**config.mk**
```make
export PLATFORM = sky130hd
export DESIGN_NAME = dma_chan_seq
export DESIGN_NICKNAME = d
export VERILOG_FILES = /design/src/rtl/dma_seq_pkg.sv /design/src/rtl/dma_req_sync.sv /design/src/rtl/dma_seq_fsm.sv /design/src/rtl/dma_chan_regs.sv /design/src/rtl/dma_chan_seq.sv
export SDC_FILE = /design/constraint.sdc
export NUM_CORES = 1
export LEC_CHECK = 0
export BUFFER_PORTS_ARGS = -buffer_cell sky130_fd_sc_hd__buf_2
export CAP_MARGIN = 40
export CORE_MARGIN = 1.5
export CORE_UTILIZATION = 35
export CTS_BUF_LIST = sky130_fd_sc_hd__clkbuf_8 sky130_fd_sc_hd__clkbuf_16
export CTS_CLUSTER_DIAMETER = 100
export DETAILED_ROUTE_END_ITERATION = 8
export HOLD_SLACK_MARGIN = 0.05
export PLACE_DENSITY = 0.53
export SYNTH_ARGS = -nofsm -noshare
export SYNTH_HDL_FRONTEND = slang
export SYNTH_SLANG_ARGS = --single-unit
```
**constraint.sdc**
```tcl
create_clock -name clk -period 3.1 [get_ports clk]
set_clock_uncertainty 0.1 [all_clocks]
set_input_delay 0.155 -clock clk [delete_from_list [all_inputs] [get_ports clk]]
set_output_delay 0.155 -clock clk [all_outputs]
set_load 0.02 [all_outputs]
```
**src/rtl/dma_seq_pkg.sv**
```systemverilog
package dma_seq_pkg;

  typedef enum logic [3:0] {
    ST_IDLE = 4'd0,
    ST_F1   = 4'd1,
    ST_F2   = 4'd2,
    ST_F3   = 4'd3,
    ST_F4   = 4'd4,
    ST_D1   = 4'd5,
    ST_D2   = 4'd6,
    ST_D3   = 4'd7,
    ST_D4   = 4'd8,
    ST_I1   = 4'd9,
    ST_I2   = 4'd10
  } seq_st_t;

endpackage

```
**src/rtl/dma_req_sync.sv**
```systemverilog
module dma_req_sync #(
  parameter int STAGES = 2
) (
  input  logic clk,
  input  logic rst_n,
  input  logic d,
  output logic q
);

  logic [STAGES-1:0] sh_q;
  logic [STAGES-1:0] sh_d;

  always_comb begin
    sh_d = {sh_q[STAGES-2:0], d};
  end

  always_ff @(posedge clk or negedge rst_n) begin
    if (!rst_n) sh_q <= '0;
    else        sh_q <= sh_d;
  end

  assign q = sh_q[STAGES-1];

endmodule

```
**src/rtl/dma_seq_fsm.sv**
```systemverilog
module dma_seq_fsm
  import dma_seq_pkg::*;
(
  input  logic clk,
  input  logic rst_n,
  input  logic req_s,
  input  logic dst_mode_in,
  input  logic cnt_zero,
  input  logic cnt_last,
  output logic idle,
  output logic capture,
  output logic xfer_end,
  output logic ack,
  output logic ale,
  output logic rd,
  output logic wr,
  output logic in_dep
);

  seq_st_t state_q, state_d;
  logic    mode_q, mode_d;   // 1 = destination-paced, latched per transfer
  logic    cont_q, cont_d;   // request seen at the sample point

  always_comb begin
    state_d = state_q;
    mode_d  = mode_q;
    cont_d  = cont_q;
    case (state_q)
      ST_IDLE: begin
        if (req_s && !cnt_zero) begin
          state_d = ST_F1;
          mode_d  = dst_mode_in;
        end
      end
      ST_F1: state_d = ST_F2;
      ST_F2: state_d = ST_F3;
      ST_F3: state_d = ST_F4;
      ST_F4: state_d = ST_D1;
      ST_D1: state_d = ST_D2;
      ST_D2: state_d = ST_D3;
      ST_D3: begin
        state_d = ST_D4;
        if (!mode_q) cont_d = req_s;
      end
      ST_D4: begin
        if (mode_q) begin
          state_d = ST_I1;
        end else if (cont_q && !cnt_last) begin
          state_d = ST_F1;
          mode_d  = dst_mode_in;
        end else begin
          state_d = ST_IDLE;
        end
      end
      ST_I1: begin
        state_d = ST_I2;
        cont_d  = req_s;
      end
      ST_I2: begin
        if (cont_q && !cnt_zero) begin
          state_d = ST_F1;
          mode_d  = dst_mode_in;
        end else begin
          state_d = ST_IDLE;
        end
      end
      default: state_d = ST_IDLE;
    endcase
  end

  always_ff @(posedge clk or negedge rst_n) begin
    if (!rst_n) begin
      state_q <= ST_IDLE;
      mode_q  <= 1'b0;
      cont_q  <= 1'b0;
    end else begin
      state_q <= state_d;
      mode_q  <= mode_d;
      cont_q  <= cont_d;
    end
  end

  always_comb begin
    idle     = (state_q == ST_IDLE);
    capture  = (state_q == ST_F3);
    xfer_end = (state_q == ST_D4);
    ale      = (state_q == ST_F1) || (state_q == ST_D1);
    rd       = (state_q == ST_F2) || (state_q == ST_F3);
    wr       = (state_q == ST_D2) || (state_q == ST_D3) || (state_q == ST_D4);
    in_dep   = (state_q == ST_D1) || (state_q == ST_D2) ||
               (state_q == ST_D3) || (state_q == ST_D4);
    ack      = (state_q != ST_IDLE) && (state_q != ST_I1) && (state_q != ST_I2);
  end

  // fetch cycle hands over to deposit cycle
  p_fetch_to_deposit_r3: assert property (@(posedge clk) disable iff (!rst_n)
    (state_q == ST_F4) |=> (state_q == ST_D1));

  // source-paced deposit ends without idle states
  p_src_no_idle_r4: assert property (@(posedge clk) disable iff (!rst_n)
    (state_q == ST_D4 && !mode_q) |=> (state_q == ST_F1 || state_q == ST_IDLE));

  // destination-paced deposit is followed by two idle states
  p_dst_first_idle_r5: assert property (@(posedge clk) disable iff (!rst_n)
    (state_q == ST_D4 && mode_q) |=> (state_q == ST_I1));
  p_dst_second_idle_r5: assert property (@(posedge clk) disable iff (!rst_n)
    (state_q == ST_I1) |=> (state_q == ST_I2));

  // pacing mode only changes as a fetch T1 begins
  p_mode_latched_r8: assert property (@(posedge clk) disable iff (!rst_n)
    (state_q != ST_F1 && state_q != ST_IDLE) |-> $stable(mode_q));

  // an empty count never leaves idle
  p_no_start_empty_r9: assert property (@(posedge clk) disable iff (!rst_n)
    (state_q == ST_IDLE && cnt_zero) |=> (state_q == ST_IDLE));

endmodule

```
**src/rtl/dma_chan_regs.sv**
```systemverilog
module dma_chan_regs #(
  parameter int AW        = 16,
  parameter int DW        = 16,
  parameter int CW        = 16,
  parameter int ADDR_STEP = 1
) (
  input  logic          clk,
  input  logic          rst_n,
  input  logic          load_req,
  input  logic          idle,
  input  logic          capture,
  input  logic          xfer_end,
  input  logic [AW-1:0] ld_src,
  input  logic [AW-1:0] ld_dst,
  input  logic [CW-1:0] ld_cnt,
  input  logic          ld_src_inc,
  input  logic          ld_dst_inc,
  input  logic [DW-1:0] rdata,
  output logic [AW-1:0] src_addr,
  output logic [AW-1:0] dst_addr,
  output logic [DW-1:0] hold_data,
  output logic          cnt_zero,
  output logic          cnt_last,
  output logic          done
);

  localparam logic [AW-1:0] STEP = AW'(ADDR_STEP);
  localparam logic [CW-1:0] ONE  = CW'(1);

  logic [AW-1:0] src_q, src_d, dst_q, dst_d;
  logic [CW-1:0] cnt_q, cnt_d;
  logic [DW-1:0] tmp_q, tmp_d;
  logic          sinc_q, sinc_d, dinc_q, dinc_d;
  logic          done_q, done_d;
  logic          load_en;

  assign load_en = load_req && idle;

  always_comb begin
    src_d  = src_q;
    dst_d  = dst_q;
    cnt_d  = cnt_q;
    tmp_d  = tmp_q;
    sinc_d = sinc_q;
    dinc_d = dinc_q;
    done_d = done_q;
    if (load_en) begin
      src_d  = ld_src;
      dst_d  = ld_dst;
      cnt_d  = ld_cnt;
      sinc_d = ld_src_inc;
      dinc_d = ld_dst_inc;
      done_d = 1'b0;
    end else if (xfer_end) begin
      if (sinc_q) src_d = src_q + STEP;
      if (dinc_q) dst_d = dst_q + STEP;
      cnt_d = cnt_q - ONE;
      if (cnt_q == ONE) done_d = 1'b1;
    end
    if (capture) tmp_d = rdata;
  end

  always_ff @(posedge clk or negedge rst_n) begin
    if (!rst_n) begin
      src_q  <= '0;
      dst_q  <= '0;
      cnt_q  <= '0;
      tmp_q  <= '0;
      sinc_q <= 1'b0;
      dinc_q <= 1'b0;
      done_q <= 1'b0;
    end else begin
      src_q  <= src_d;
      dst_q  <= dst_d;
      cnt_q  <= cnt_d;
      tmp_q  <= tmp_d;
      sinc_q <= sinc_d;
      dinc_q <= dinc_d;
      done_q <= done_d;
    end
  end

  assign src_addr  = src_q;
  assign dst_addr  = dst_q;
  assign hold_data = tmp_q;
  assign cnt_zero  = (cnt_q == '0);
  assign cnt_last  = (cnt_q == ONE);
  assign done      = done_q;

  // each completed transfer consumes exactly one count
  p_count_step_r6: assert property (@(posedge clk) disable iff (!rst_n)
    (xfer_end && !load_en) |=> (cnt_q == $past(cnt_q) - ONE));

  // done persists until a load
  p_done_sticky_r7: assert property (@(posedge clk) disable iff (!rst_n)
    (done_q && !load_en) |=> done_q);

  // a load during a burst leaves the setup untouched
  p_load_ignored_r8: assert property (@(posedge clk) disable iff (!rst_n)
    (load_req && !idle && !xfer_end) |=> ($stable(src_q) && $stable(dst_q) && $stable(cnt_q)));

endmodule

```
**src/rtl/dma_chan_seq.sv**
```systemverilog
module dma_chan_seq #(
  parameter int AW          = 16,
  parameter int DW          = 16,
  parameter int CW          = 16,
  parameter int SYNC_STAGES = 2,
  parameter int ADDR_STEP   = 1
) (
  input  logic          clk,
  input  logic          rst_n,
  input  logic          req_in,
  input  logic          dst_sync,
  input  logic          cfg_load,
  input  logic [AW-1:0] cfg_src,
  input  logic [AW-1:0] cfg_dst,
  input  logic [CW-1:0] cfg_count,
  input  logic          cfg_src_inc,
  input  logic          cfg_dst_inc,
  output logic [AW-1:0] bus_addr,
  input  logic [DW-1:0] bus_rdata,
  output logic [DW-1:0] bus_wdata,
  output logic          bus_ale,
  output logic          bus_rd,
  output logic          bus_wr,
  output logic          ack,
  output logic          done
);

  logic [1:0]    rst_pipe_q;
  logic          rst_int_n;
  logic          req_s;
  logic          idle, capture, xfer_end, in_dep;
  logic          cnt_zero, cnt_last;
  logic [AW-1:0] src_addr, dst_addr;
  logic [DW-1:0] hold_data;

  // asynchronous assertion, synchronous release
  always_ff @(posedge clk or negedge rst_n) begin
    if (!rst_n) rst_pipe_q <= 2'b00;
    else        rst_pipe_q <= {rst_pipe_q[0], 1'b1};
  end
  assign rst_int_n = rst_pipe_q[1];

  dma_req_sync #(.STAGES(SYNC_STAGES)) u_sync (
    .clk   (clk),
    .rst_n (rst_int_n),
    .d     (req_in),
    .q     (req_s)
  );

  dma_seq_fsm u_fsm (
    .clk         (clk),
    .rst_n       (rst_int_n),
    .req_s       (req_s),
    .dst_mode_in (dst_sync),
    .cnt_zero    (cnt_zero),
    .cnt_last    (cnt_last),
    .idle        (idle),
    .capture     (capture),
    .xfer_end    (xfer_end),
    .ack         (ack),
    .ale         (bus_ale),
    .rd          (bus_rd),
    .wr          (bus_wr),
    .in_dep      (in_dep)
  );

  dma_chan_regs #(.AW(AW), .DW(DW), .CW(CW), .ADDR_STEP(ADDR_STEP)) u_regs (
    .clk        (clk),
    .rst_n      (rst_int_n),
    .load_req   (cfg_load),
    .idle       (idle),
    .capture    (capture),
    .xfer_end   (xfer_end),
    .ld_src     (cfg_src),
    .ld_dst     (cfg_dst),
    .ld_cnt     (cfg_count),
    .ld_src_inc (cfg_src_inc),
    .ld_dst_inc (cfg_dst_inc),
    .rdata      (bus_rdata),
    .src_addr   (src_addr),
    .dst_addr   (dst_addr),
    .hold_data  (hold_data),
    .cnt_zero   (cnt_zero),
    .cnt_last   (cnt_last),
    .done       (done)
  );

  always_comb begin
    if (in_dep)   bus_addr = dst_addr;
    else if (ack) bus_addr = src_addr;
    else          bus_addr = '0;
    bus_wdata = bus_wr ? hold_data : '0;
  end

  // every strobe lies inside the acknowledge window
  p_strobe_in_ack_r3: assert property (@(posedge clk) disable iff (!rst_int_n)
    (bus_ale || bus_rd || bus_wr) |-> ack);
  p_rd_wr_apart_r3: assert property (@(posedge clk) disable iff (!rst_int_n)
    !(bus_rd && bus_wr));

  // no acknowledge while the channel reports done
  p_quiet_when_done_r7: assert property (@(posedge clk) disable iff (!rst_int_n)
    (done && $past(done)) |-> !$rose(ack));

endmodule

```
==> metrics.txt <==
Reg2Reg Launch Point u_fsm.state_q[1]$_DFFE_PN0P_; Nets 725; Worst-Skew Late Latency 0.34 ns; First-pass DRT Iterations 5; Die Span X 115 um; post-synth top area share 43.6%; pin count of the biggest net entering global routing 54; fillers 1214; status finished clean; min-delay src cfg_src[12]; Worst setup EP type output pin; CTS sink count 77; FFs w/ async S/R, synth 100%; setup TNS 0 ns; wire per inst 15.7 um; setup slack, reg-to-reg 0.72 ns; VDD IR max 0.647 mV; worst hold slack 0.0632 ns; synthesized flop and latch total 77; Hold Path Class input pin to flip-flop; clock buffer count from CTS 9; Mapped Area 4420 um2; share of cells above drive strength 1 24.5%; # diodes 0; Finished Core Util 49.4%; via count 4307; Crit Path Class flip-flop to output pin; GRT Util Overall 20.2%; clk root buf clkbuf_16; Worst Setup SP u_fsm.state_q[1]$_DFFE_PN0P_; top cells by area, synth dfrtp_1 44%, nand2_1 5.1%, mux2_2 4.3%; Worst Reg2Reg Path Length in Cells 5; Routed Wire Length 12900 um; Critical Path RT 2.84 ns; Fin. Hold Viols 0; min cycle time layout 2.78 ns; synth-to-layout area growth 35.8%; first-pass GRT wire length 20900 um; Std-Cell Core Area 12200 um2; WP data arrival 2.53 ns; fin cells 822; post-route setup slack 0.318 ns; I/O pin cnt 108; Worst Path Max Fanout 18; Cell Area, Placed 5140 um2; Post-synth top flop dfrtp_1; Die Y-Extent 115 um; leakage dissipation 2.63 nW; post-CTS sizing 0; Placed Cells 746; HPWL after DPL 8770 um; reg2reg end u_regs.cnt_q[11]$_DFFE_PN0P_; GRT Residual Overflow 0; DP Worst Slack 0.693 ns; Antenna Violating Nets Remaining 0; total power 5.71 mW; worst hold endpoint u_regs.src_addr[12]$_DFFE_PN0P_; post-synthesis cell count 488; Max-slew headroom 55.9%; final instance area 6000 um2; ratio of final minimum period to clock period 89.8%; Die ar. 13300 um2; clk buf depth 2; Worst Tran Pin Value 0.657 ns; Seq/Total Area, Yosys 43.6%; Slew Viols, Final 0; hold path cells 3; syn_nets 564; clock-pin slew on the worst setup and hold paths 0.06 ns; # setup viols final 0; Startpoint Class flip-flop; number of global-route vias before repair 4149; Netlist cell types 59; post-synthesis area per instance 9.06 um2; footprint of the multi-input gates 2340 um2; Rows 40; drt via density 5.24; FMAX 359 MHz; RSZ-0062 raised after global routing no; initial drt markers 219; DRC Markers 0; # H-tree levels 3; YS warnings 0; Port Buf Inserts 107; initial core utilization 36.3%; antenna violations before repair 0; EDFF count, synth 0; Register Area 1930 um2; CTS tree built; Final Wtd Congestion 0.870; Power Density 950 nW/um2; area leader, netlist dfrtp_1; max-cap viol count 0
## synthesized netlist by cell type (2+ instances only)
cell / count
buf_2: 5
a21oi_1: 38
nand4_1: 12
a221o_1: 3
o211ai_1: 3
nor4b_1: 2
nor2_1: 37
a31oi_1: 5
a2bb2oi_1: 6
nor4_1: 6
nor3_1: 12
clkbuf_1: 19
nor3_4: 2
mux2i_1: 2
o21ai_1: 4
nor2b_1: 3
ha_1: 5
o32ai_1: 2
and2_1: 20
a22o_1: 16
dfrtp_1: 77
and4_1: 4
nand3b_1: 2
a311oi_1: 2
o31ai_1: 2
nand3_1: 20
nand2b_1: 2
and3_1: 6
inv_1: 6
mux2_2: 17
o22ai_1: 12
buf_6: 3
o21ai_0: 29
xor2_1: 8
o22a_1: 2
o21a_1: 3
nand2_1: 60
or2_2: 3
a22oi_1: 5
xnor2_1: 4
## critical path, cell delays in order, from the launching register on
cell,delay [ns]
dfrtp_1,0.59
or4b_1,0.82
nand2_1,0.42
and2_1,0.20
buf_2,0.16
## placed cells by master (no fill, tap or decap), types with 16 or more instances in the layout
| cell type | instances |
|---|---|
| o21ai_0 | 29 |
| mux2_2 | 17 |
| and2_1 | 19 |
| a22o_1 | 16 |
| nand3_1 | 20 |
| dlygate4sd3_1 | 60 |
| nor2_1 | 37 |
| buf_2 | 107 |
| dfrtp_1 | 76 |
| nand2_1 | 59 |
| a21oi_1 | 38 |
## area by class of cell
cell class / instances / share of cell area, %
clock buffer: 10 / 3.98
clock inverter: 6 / 0.417
inverter: 6 / 0.375
multi-input combinational: 377 / 38.9
sequential: 77 / 32.2
tap: 168 / 3.50
timing repair buffer: 178 / 20.6
## state kept, by name, indices dropped and copies added (netlist names), 2 cells and up
| register | flops |
|---|---|
| u_regs.cnt_q | 16 |
| u_regs.dst_addr | 16 |
| u_regs.hold_data | 16 |
| u_regs.src_addr | 16 |
| u_fsm.state_q | 4 |
| rst_pipe_q | 2 |
| u_sync.sh_q | 2 |
## worst max path at each step
| stage | endpoint | depth (start not counted) |
|---|---|---|
| 4_1_cts | bus_wdata[12] | 4 |
| 3_5_place_dp | bus_wdata[12] | 4 |
| 3_3_place_gp | bus_addr[3] | 5 |
| 5_1_grt | bus_wdata[3] | 4 |
| 6_report | bus_wdata[7] | 4 |
| 2_1_floorplan | u_fsm.cont_q$_DFFE_PN0P_ | 0 |
## where the power goes
| group | switching (mW) | leakage [nW] | total [mW] | internal (mW) |
|---|---|---|---|---|
| clock | 0.401 | 0.147 | 0.950 | 0.549 |
| combinational | 1.52 | 1.56 | 2.66 | 1.15 |
| sequential | 0.639 | 0.926 | 2.09 | 1.45 |
| total | 2.56 | 2.63 | 5.71 | 3.15 |
## layer usage
metal | part of all wire (%) | global-route usage, %
met5 | 0 | 0
met4 | 1.8 | 8.40
met3 | 4.9 | 3.27
met2 | 48 | 32.6
met1 | 45 | 26.9
## cells by family after synthesis
group,share of synthesized area (%)
AND/OR/NAND/NOR,23.4
AO/OA/AOI/OAI,20.7
flip-flops,43.6
buffers and inverters,3.62
multiplexers,4.78
XOR/XNOR,2.38
adder cells (fa/ha/maj),1.42
other,0.0848
## timing repair
| item | 4_1_cts | 5_1_grt |
|---|---|---|
| endpoints found under the hold margin | 60 | 0 |
| hold buffers | 60 | 0 |
| setup endpoints to repair | 0 | 0 |
| buffers inserted | 0 | 0 |
No activity file was read; power rests on OpenSTA's default activity.
